**config.mk**
```make
export PLATFORM = sky130hd
export DESIGN_NAME = mac_unit
export DESIGN_NICKNAME = d
export VERILOG_FILES = /design/src/rtl/mac_pkg.sv /design/src/rtl/mac_operand_prep.sv /design/src/rtl/mac_radix4_core.sv /design/src/rtl/mac_result_stage.sv /design/src/rtl/mac_unit.sv
export SDC_FILE = /design/constraint.sdc
export NUM_CORES = 2
export LEC_CHECK = 0
export BUFFER_PORTS_ARGS = -buffer_cell sky130_fd_sc_hd__buf_2
export CORE_MARGIN = 1.5
export CORE_UTILIZATION = 39
export DETAILED_ROUTE_END_ITERATION = 12
export PLACE_DENSITY = 0.64
export SYNTH_ARGS = -nofsm -noshare
export SYNTH_HDL_FRONTEND = slang
export SYNTH_SLANG_ARGS = --single-unit
```
**constraint.sdc**
```tcl
create_clock -name clk -period 6.9 [get_ports clk]
set_input_delay 1.035 -clock clk [delete_from_list [all_inputs] [get_ports clk]]
set_output_delay 1.035 -clock clk [all_outputs]
set_load 0.005 [all_outputs]
```
**src/rtl/mac_pkg.sv**
```systemverilog
package mac_pkg;

    localparam int unsigned MAC_W   = 32;
    localparam int unsigned MAC_DW  = 2 * MAC_W;
    localparam int unsigned MAC_LAT = MAC_W / 2 + 1;

    typedef enum logic [2:0] {
        OP_MUL   = 3'd0,
        OP_MLA   = 3'd1,
        OP_UMULL = 3'd2,
        OP_UMLAL = 3'd3,
        OP_SMULL = 3'd4,
        OP_SMLAL = 3'd5,
        OP_RSV6  = 3'd6,
        OP_RSV7  = 3'd7
    } mac_op_e;

    typedef struct packed {
        mac_op_e             op;
        logic                negate;
        logic                set_flags;
        logic [MAC_W-1:0]    addend;
        logic [MAC_DW-1:0]   acc;
    } mac_ctl_t;

    typedef struct packed {
        logic [MAC_W-1:0] hi;
        logic [MAC_W-1:0] lo;
        logic             n;
        logic             z;
    } mac_res_t;

    function automatic logic op_is_signed(input mac_op_e op);
        return (op == OP_SMULL) || (op == OP_SMLAL);
    endfunction

    function automatic logic op_is_long(input mac_op_e op);
        return (op == OP_UMULL) || (op == OP_UMLAL) ||
               (op == OP_SMULL) || (op == OP_SMLAL);
    endfunction

    function automatic logic op_is_long_acc(input mac_op_e op);
        return (op == OP_UMLAL) || (op == OP_SMLAL);
    endfunction

endpackage

```
**src/rtl/mac_operand_prep.sv**
```systemverilog
module mac_operand_prep
    import mac_pkg::*;
#(
    parameter int unsigned W = MAC_W
) (
    input  logic [2:0]   op_i,
    input  logic [W-1:0] a_i,
    input  logic [W-1:0] b_i,
    output logic [W-1:0] mag_a_o,
    output logic [W-1:0] mag_b_o,
    output logic         negate_o
);
    logic sgn;
    logic neg_a;
    logic neg_b;

    always_comb begin
        sgn      = op_is_signed(mac_op_e'(op_i));
        neg_a    = sgn & a_i[W-1];
        neg_b    = sgn & b_i[W-1];
        mag_a_o  = neg_a ? (~a_i + 1'b1) : a_i;
        mag_b_o  = neg_b ? (~b_i + 1'b1) : b_i;
        negate_o = neg_a ^ neg_b;
    end
endmodule

```
**src/rtl/mac_radix4_core.sv**
```systemverilog
module mac_radix4_core #(
    parameter int unsigned W = 32
) (
    input  logic           clk,
    input  logic           rst,
    input  logic           load_i,
    input  logic [W-1:0]   mag_a_i,
    input  logic [W-1:0]   mag_b_i,
    output logic [2*W-1:0] prod_o,
    output logic           running_o,
    output logic           fin_o
);
    localparam int unsigned DW   = 2 * W;
    localparam int unsigned ITER = W / 2;
    localparam int unsigned CW   = $clog2(ITER + 1);

    logic [DW-1:0] mcand;
    logic [W-1:0]  mplier;
    logic [DW-1:0] sum;
    logic [DW-1:0] pp;
    logic [CW-1:0] cnt;
    logic          running;
    logic          fin;

    always_comb begin
        case (mplier[1:0])
            2'd0:    pp = '0;
            2'd1:    pp = mcand;
            2'd2:    pp = mcand << 1;
            default: pp = mcand + (mcand << 1);
        endcase
    end

    always_ff @(posedge clk) begin
        if (rst) begin
            mcand   <= '0;
            mplier  <= '0;
            sum     <= '0;
            cnt     <= '0;
            running <= 1'b0;
            fin     <= 1'b0;
        end else begin
            fin <= 1'b0;
            if (load_i) begin
                mcand   <= {{W{1'b0}}, mag_a_i};
                mplier  <= mag_b_i;
                sum     <= '0;
                cnt     <= '0;
                running <= 1'b1;
            end else if (running) begin
                sum    <= sum + pp;
                mcand  <= mcand << 2;
                mplier <= mplier >> 2;
                cnt    <= cnt + 1'b1;
                if (cnt == CW'(ITER - 1)) begin
                    running <= 1'b0;
                    fin     <= 1'b1;
                end
            end
        end
    end

    assign prod_o    = sum;
    assign running_o = running;
    assign fin_o     = fin;
endmodule

```
**src/rtl/mac_result_stage.sv**
```systemverilog
module mac_result_stage
    import mac_pkg::*;
(
    input  logic              clk,
    input  logic              rst,
    input  logic              fin_i,
    input  logic [MAC_DW-1:0] prod_i,
    input  mac_ctl_t          ctl_i,
    output logic              done_o,
    output mac_res_t          res_o
);
    logic [MAC_DW-1:0] sprod;
    logic [MAC_DW-1:0] full;
    logic [MAC_W-1:0]  short_lo;
    mac_res_t          nxt;

    always_comb begin
        sprod    = ctl_i.negate ? (~prod_i + 1'b1) : prod_i;
        short_lo = sprod[MAC_W-1:0];
        if (ctl_i.op == OP_MLA) begin
            short_lo = sprod[MAC_W-1:0] + ctl_i.addend;
        end
        full = op_is_long_acc(ctl_i.op) ? (sprod + ctl_i.acc) : sprod;

        nxt = res_o;
        if (op_is_long(ctl_i.op)) begin
            nxt.hi = full[MAC_DW-1:MAC_W];
            nxt.lo = full[MAC_W-1:0];
            if (ctl_i.set_flags) begin
                nxt.n = full[MAC_DW-1];
                nxt.z = (full == '0);
            end
        end else begin
            nxt.hi = '0;
            nxt.lo = short_lo;
            if (ctl_i.set_flags) begin
                nxt.n = short_lo[MAC_W-1];
                nxt.z = (short_lo == '0);
            end
        end
    end

    always_ff @(posedge clk) begin
        if (rst) begin
            done_o <= 1'b0;
            res_o  <= '0;
        end else begin
            done_o <= fin_i;
            if (fin_i) begin
                res_o <= nxt;
            end
        end
    end
endmodule

```
**src/rtl/mac_unit.sv**
```systemverilog
module mac_unit
    import mac_pkg::*;
(
    input  logic        clk,
    input  logic        rst,
    input  logic        start,
    input  logic [2:0]  op,
    input  logic [31:0] opnd_a,
    input  logic [31:0] opnd_b,
    input  logic [31:0] addend,
    input  logic [31:0] acc_hi,
    input  logic [31:0] acc_lo,
    input  logic        set_flags,
    output logic        busy,
    output logic        done,
    output logic [31:0] res_hi,
    output logic [31:0] res_lo,
    output logic        flag_n,
    output logic        flag_z
);
    logic [MAC_W-1:0]  mag_a;
    logic [MAC_W-1:0]  mag_b;
    logic              negate;
    logic [MAC_DW-1:0] prod;
    logic              running;
    logic              fin;
    logic              accept;
    mac_ctl_t          ctl_q;
    mac_res_t          res;

    assign busy   = running | fin;
    assign accept = start & ~busy;

    mac_operand_prep #(.W(MAC_W)) u_prep (
        .op_i     (op),
        .a_i      (opnd_a),
        .b_i      (opnd_b),
        .mag_a_o  (mag_a),
        .mag_b_o  (mag_b),
        .negate_o (negate)
    );

    always_ff @(posedge clk) begin
        if (rst) begin
            ctl_q <= '0;
        end else if (accept) begin
            ctl_q.op        <= mac_op_e'(op);
            ctl_q.negate    <= negate;
            ctl_q.set_flags <= set_flags;
            ctl_q.addend    <= addend;
            ctl_q.acc       <= {acc_hi, acc_lo};
        end
    end

    mac_radix4_core #(.W(MAC_W)) u_core (
        .clk       (clk),
        .rst       (rst),
        .load_i    (accept),
        .mag_a_i   (mag_a),
        .mag_b_i   (mag_b),
        .prod_o    (prod),
        .running_o (running),
        .fin_o     (fin)
    );

    mac_result_stage u_res (
        .clk    (clk),
        .rst    (rst),
        .fin_i  (fin),
        .prod_i (prod),
        .ctl_i  (ctl_q),
        .done_o (done),
        .res_o  (res)
    );

    assign res_hi = res.hi;
    assign res_lo = res.lo;
    assign flag_n = res.n;
    assign flag_z = res.z;
endmodule

```
==> Word-level counts from Yosys, hierarchy flattened <==
Index checks and enable logic that the tools add are counted.
{ "op_classes": {"mux": 17, "bitwise_logic": 10, "n_reduce_logical": 12, "eq_ne": 10, "n_addsub": 8} }
{ "op_table": {"columns": ["op", "count"], "rows": [
  ["32-bit two-way mux", 7],
  ["64-bit adder", 3],
  ["64-bit case mux with 3 select lines", 1],
  ["64-bit two-way mux", 2],
  ["66-bit two-way mux", 1],
  ["32-bit by 1-bit adder with 32-bit output (second input constant)", 2],
  ["64-bit by 1-bit adder with 64-bit output (second input constant)", 1],
  ["64-bit logical NOT", 1],
  ["32-bit NOT", 2],
  ["64-bit NOT", 1],
  ["32-bit adder", 1],
  ["32-bit logical NOT", 1],
  ["3-bit equality test (second input constant)", 4],
  ["3-bit by 2-bit equality test with 1-bit output (second input constant)", 2],
  ["5-bit by 1-bit adder with 5-bit output (second input constant)", 1],
  ["5-bit by 4-bit equality test with 1-bit output (second input constant)", 1],
  ["1-bit logical OR", 5],
  ["1-bit two-way mux", 4],
  ["2-bit two-way mux", 2],
  ["1-bit AND", 3],
  ["3-bit by 1-bit equality test with 1-bit output (second input constant)", 1],
  ["3-bit OR reduction", 1],
  ["2-bit by 1-bit equality test with 1-bit output (second input constant)", 1],
  ["2-bit equality test (second input constant)", 1],
  ["other kinds (7)", 8]
]} }
{ "totals": {"reg_bits": 335, "output_inout_bits": 68, "inputBits": 167} }

==> Depth between registers and ports, before layout <==
{ "logic_depth": {"word_depth": 8, "ltp_mapped": 31, "depth_no_buf": 31} }

==> Modules after synthesis <==
Synthesis repeated with hierarchy kept, for this count alone.
{ "unflattened": {"hier_cells": 4125, "area_unflattened_um2": 31272.5} }
{ "modules_own_cells": {"columns": ["module", "n_inst", "cells_each", "area_per_inst_um2", "seq_area_each_um2"], "rows": [
  ["mac_radix4_core", 1, 1952, 14771.7, 3343.2],
  ["mac_result_stage", 1, 1520, 10623.9, 1341.3],
  ["mac_unit", 1, 439, 4506.8, 2021.9],
  ["mac_operand_prep", 1, 214, 1370.1, 0.0]
]} }

==> Least setup slack after synthesis <==
OpenSTA, ideal clock, no wires.
{ "synth_timing": {"path_type": "register to register", "from": "reg u_core.mcand[1]", "to": "reg u_core.sum[48], in the netlist u_core.prod_o[48]", "n_path_buf": 0, "t_arrival_ps": 5934, "setup_ps": 128, "path_stages_with_launch": 30, "period_less_slack_ps": 6062, "path_slack_ps": 838, "path_cell_list": "dfxtp_1 -> ha_1 -> fa_1 -> a21o_1 -> a221oi_1 -> nand3_1 -> a31oi_1 -> o21bai_1 -> a21oi_1 -> o21bai_1 -> a21oi_1 -> o21ai_0 -> xor2_1 -> mux2_2 -> a22o_1 -> ha_1 -> and4_1 -> a211oi_1 -> nor2b_1 -> o21a_1 -> o21ai_0 -> a21boi_0 -> o21ai_0 -> a21oi_1 -> o211ai_1 -> a21oi_1 -> a2111oi_0 -> xnor2_1 -> mux2i_1 -> nor2_1"} }
{ "synth_via": {"elab_chain_cells": 3} }
{ "synth_rtl": {"columns": ["item", "line_no", "text"], "rows": [
  ["start: declaration", "mac_radix4_core.sv:17", "logic [DW-1:0] mcand;"],
  ["start signal: assignment", "mac_radix4_core.sv:45", "mcand <= {{W{1'b0}}, mag_a_i};"],
  ["start signal: assignment", "mac_radix4_core.sv:52", "mcand <= mcand << 2;"],
  ["64-bit adder", "mac_radix4_core.sv:30", "default: pp = mcand + (mcand << 1);"],
  ["64-bit case mux with 3 select lines (*)", "mac_radix4_core.sv:26", "case (mplier[1:0])"],
  ["64-bit adder (*)", "mac_radix4_core.sv:51", "sum <= sum + pp;"],
  ["end signal: assignment", "mac_radix4_core.sv:51", null],
  ["end: declaration", "mac_radix4_core.sv:19", "logic [DW-1:0] sum;"]
]} }
Every way passes the cells marked *; elsewhere a longest branch is shown, timed or not.
A chain may end at the register's enable or synchronous reset.

==> Final worst setup path <==
{ "layout_timing": {"from": "reg u_core.sum[8], in the netlist u_core.prod_o[8]", "to": "reg u_res.res_o[0] (netlist bit)"} }
{ "layout_via": {"elab_chain_cells": 8, "elab_cells_between_ends": 12, "cone_classes": "add/sub: 3; mux: 6; bitwise: 1; reduce/logical: 2"} }
{ "layout_rtl": {"columns": ["item", "line_no", "text"], "rows": [
  ["64-bit NOT", "mac_result_stage.sv:18", "sprod = ctl_i.negate ? (~prod_i + 1'b1) : prod_i;"],
  ["64-bit by 1-bit adder with 64-bit output", "mac_result_stage.sv:18", null],
  ["64-bit two-way mux (*)", "mac_result_stage.sv:18", null],
  ["64-bit adder or 32-bit adder (tied branches)", "mac_result_stage.sv:23, mac_result_stage.sv:21", null],
  ["64-bit two-way mux or 32-bit two-way mux (tied branches)", "mac_result_stage.sv:23, mac_result_stage.sv:20", null],
  ["64-bit logical NOT or 32-bit logical NOT (tied branches)", "mac_result_stage.sv:31, mac_result_stage.sv:38", null],
  ["2-bit two-way mux (on tied branches)", "mac_result_stage.sv:29, mac_result_stage.sv:36", null],
  ["66-bit two-way mux (*)", "mac_result_stage.sv:26", "if (op_is_long(ctl_i.op)) begin"],
  ["end signal: assignment", "mac_result_stage.sv:50", "res_o <= nxt;"],
  ["end: declaration", "mac_result_stage.sv:10", "output mac_res_t res_o"]
]} }
Every way passes the cells marked *; elsewhere a longest branch is shown, timed or not. The select of a mux whose other input is x is not followed.

==> flow_metrics.py <==
metrics = {
    "run_status": {
        "outcome": "finished, violations left",
        "failed_checks": "design-rule violations",
    },
    "setup_path": {
        "worstPathMaxFanout": 7,
        "rrSetupSlack_ns": 0.34,
        "worstPathRequired_ns": 7.41,
        "worstReg2RegEnd": "u_res.res_o[0]",
        "crit_path_start": "u_core.prod_o[8]",
        "crit_arrival_ns": 7.07,
        "critPathCaptureType": "flip-flop",
        "cp-start-kind": "flip-flop",
        "r2r-start": "u_core.prod_o[8]",
        "critPathKind": "flip-flop to flip-flop",
        "ff2ff_path_depth": 21,
    },
    "clocking": {
        "cts-htree-levels": 2,
        "cts_setup_buffers": 0,
        "clock_path_buffers": 3,
        "clock_latency_ns": 0.58,
        "cts_tree": "built",
        "cts.clk_slew.worst_paths_ns": 0.06,
        "numCtsBuffers": 40,
        "clockRootBuffer": "clkbuf_16",
        "cts_resized": 0,
        "ctsHoldBuffers": 0,
        "numClockSinks": 335,
    },
    "route": {
        "vias_per_cell": 5.69,
        "drc": 2,
        "routed_wl_um": 89900,
        "first_pass_iters": 9,
        "drtIter0Drc": 2159,
        "wire_per_inst_um": 18.2,
        "antenna_left": 0,
        "dr_total_vias": 28000,
    },
    "synth": {
        "synth-seq-area-share_pct": 23.2,
        "netlist_top_cells_area": "dfxtp_1, ha_1, a21oi_1, nand2_1, mux2i_1",
        "ys.warnings.count": 0,
        "synth_top_area_share_pct": 23.2,
        "synth_nets": 4222,
        "ys_types": 86,
        "synth-seq-cells": 335,
        "netlist_area_um2": 29000,
        "synth_edf_count": 0,
        "yosys_most_used_dff": "dfxtp_1",
        "yosys.area.top_type": "dfxtp_1",
        "avgSynthCellArea_um2": 7.58,
        "synthCells": 3821,
        "async_flop_share_pct": 0,
    },
    "floorplanning": {
        "die_w_um": 275,
        "start_util_pct": 39.5,
        "dieArea_um2": 75900,
        "placementRows": 99,
        "ios": 235,
        "die_h_um": 275,
        "core_area_um2": 73200,
    },
    "pwr": {
        "power.total_uw": 5220,
        "p_int_uw": 3590,
        "pwr-share-clk_pct": 38.8,
        "seqPwrFrac_pct": 40.3,
        "ir_drop_v": 0.000117,
        "pwr-share-comb_pct": 20.9,
        "cellPowerDensity_nw_per_um2": 162,
        "power_switching_uw": 1630,
        "swShare_pct": 31.2,
        "total_leakage_power_uw": 0.0145,
    },
    "grt": {
        "grt_pass1_vias": 25600,
        "grt_pass1_wl_um": 140000,
        "antenna_found_initial": 4,
        "use_met1_pct": 33.0,
        "top_usage_layer": "met2",
        "grt_use_met3_pct": 3.98,
        "grt_use_met2_pct": 34.9,
        "grt_max_degree": 85,
        "grt-ovfl-total": 0,
        "track_usage_pct": 22.9,
    },
    "timing": {
        "fin_ws_ns": 0.344,
        "skew_ns": 0.0328,
        "relSlewSlack_pct": 24.7,
        "slew_viol_final": 0,
        "fmax_mhz": 153,
        "setup_viol": 0,
        "fin_setup_tns_ns": 0,
        "hold_viol_final": 0,
        "fin_crit_ns": 6.56,
        "rsz0062_at_grt": "no",
        "period_share_pct": 95.0,
        "tightest_slew_ns": 1.13,
    },
    "cells_and_area": {
        "nNetsFinal": 4342,
        "drive_above_1_share_pct": 11.2,
        "area_delta_synth_final_pct": 11.4,
    },
    "hold_path": {
        "hp-class": "flip-flop to flip-flop",
        "min_from": "u_res.res_o[11]",
        "hold_depth": 2,
        "min_to": "u_res.res_o[11]",
    },
    "flow_run": {
        "drv_cap": 0,
    },
    "placement": {
        "place.gp.congestion": 0.958,
        "dpl_worst_slack_ns": 0.155,
        "detailed_place_hpwl_um": 69600,
        "numPortBuffers": 234,
    },
}
worst max-delay path by stage:
stage | to | slack, ns | depth (start not counted)
finish | u_res.res_o[0] | 0.34 | 21
global placement | u_res.res_o[0] | 0.19 | 21
global route | u_core.prod_o[63] | 0.003 | 28
CTS | u_core.prod_o[56] | 0.14 | 29
floorplan | u_core.prod_o[48] | 0.84 | 29
detailed placement | u_core.prod_o[56] | 0.16 | 29
synth_stat cells (8+ instances only):
library cell	instances
o21bai_1	35
mux2i_1	164
o211ai_1	24
a211oi_1	86
o31a_1	8
o31ai_1	26
nand3_1	45
ha_1	230
nand2_1	461
xor2_1	135
o21a_1	34
o41ai_1	13
or3_1	20
dfxtp_1	335
and4_1	8
and2_1	19
a22o_1	54
clkbuf_1	176
nor2_1	420
nor3_1	51
a22oi_1	38
o21ai_0	194
mux2_2	49
nor2b_1	24
inv_1	87
or4_1	12
xnor2_1	184
a21oi_1	421
a21o_1	123
nand4_1	49
nand3b_1	12
nand2b_1	25
a31oi_1	27
nor4_1	26
and3_1	26
buf_1	19
worst max-delay path: stages, from the launching register on:
cell	delay [ns]
dfxtp_1	0.37
or4_4	0.58
or4_4	0.49
or4_1	0.59
o21ai_0	0.22
xnor2_1	0.32
ha_1	0.43
a21oi_1	0.20
o21a_1	0.15
o21ai_0	0.16
a221o_1	0.38
a211oi_1	0.20
buf_4	0.19
a21oi_2	0.10
a21oi_1	0.24
xor2_1	0.17
a21oi_1	0.19
nor4_2	0.56
nand4_1	0.30
nor4_1	0.40
nand4_1	0.14
o21ai_1	0.13
state kept, by name, summed over array words and instances, names as in the netlist:
register,count
ctl_q,101
u_res.done_o,1
u_core.mcand,64
u_core.mplier,32
u_res.res_o,66
u_core.cnt,5
u_core.running_o,1
u_core.prod_o,64
u_core.fin_o,1
placed cells by master, fill, tap and decap left out, types with 26 or more instances in the layout:
master       n
xor2_1     134
ha_1       230
dfxtp_1    331
buf_2      233
and3_1      26
nand2_1    459
a31oi_1     27
a22oi_1     38
a21oi_1    420
a22o_1      54
mux2_2      49
nand3_1     45
nand4_1     49
o21a_1      34
a21o_1     123
nor3_1      51
mux2i_1    164
nor2_1     419
o21ai_0    191
clkbuf_16   41
xnor2_1    183
a211oi_1    84
buf_4       46
inv_1       87
o21bai_1    35
power groups by stage:
stage / Clock (uW) / Combinational, uW / Sequential (uW)
3_5_place_dp: 0 / 1070 / 2140
5_1_grt: 2140 / 1210 / 2110
3_3_place_gp: 0 / 1070 / 2140
6_report: 2020 / 1090 / 2100
4_1_cts: 2070 / 1080 / 2100
2_1_floorplan: 0 / 801 / 2100
cell families (layout without fill, tap and decap cells):
group           count (synthesis)  in the layout  share of synthesized area [%]
compound gates               1191           1191                           26.3
xor+xnor                      319            319                           9.65
fa+ha+maj                     234            234                           10.2
buf+inv                       292            439                           3.85
flops                         335            335                           23.2
mux                           213            213                           7.58
other cells                     0              2                              0
simple gates                 1237           1237                           19.3
cell type report:
| class | count | area [um^2] |
|---|---|---|
| Antenna cell | 2 | 5.00 |
| Sequential cell | 335 | 6710 |
| Timing Repair Buffer | 280 | 1520 |
| Inverter | 90 | 338 |
| Clock inverter | 16 | 109 |
| Tap cell | 959 | 1200 |
| Clock buffer | 53 | 1130 |
| Multi-Input combinational cell | 3194 | 21200 |
| Fill cell | 7435 | 40900 |
stage by stage:
step                      hold slack, ns  utilization [%]  area (um^2)  instances
final                              0.456             44.1        32300       4929
after global routing               0.482             44.1        32300       4927
after CTS                          0.463             44.0        32200       4927
after detailed placement           0.455             42.3        30900       4858
after global placement             0.447             42.3        30900       4858
after floorplan                    0.440                -        29000       3821
metal layers:
layer | part of all wire, % | vias up
li1 | - | 14100
met1 | 49 | 12900
met2 | 42 | 849
met3 | 7.1 | 121
met4 | 2.4 | 6
met5 | 0.039 | -
(Power assumes the default switching activity.)
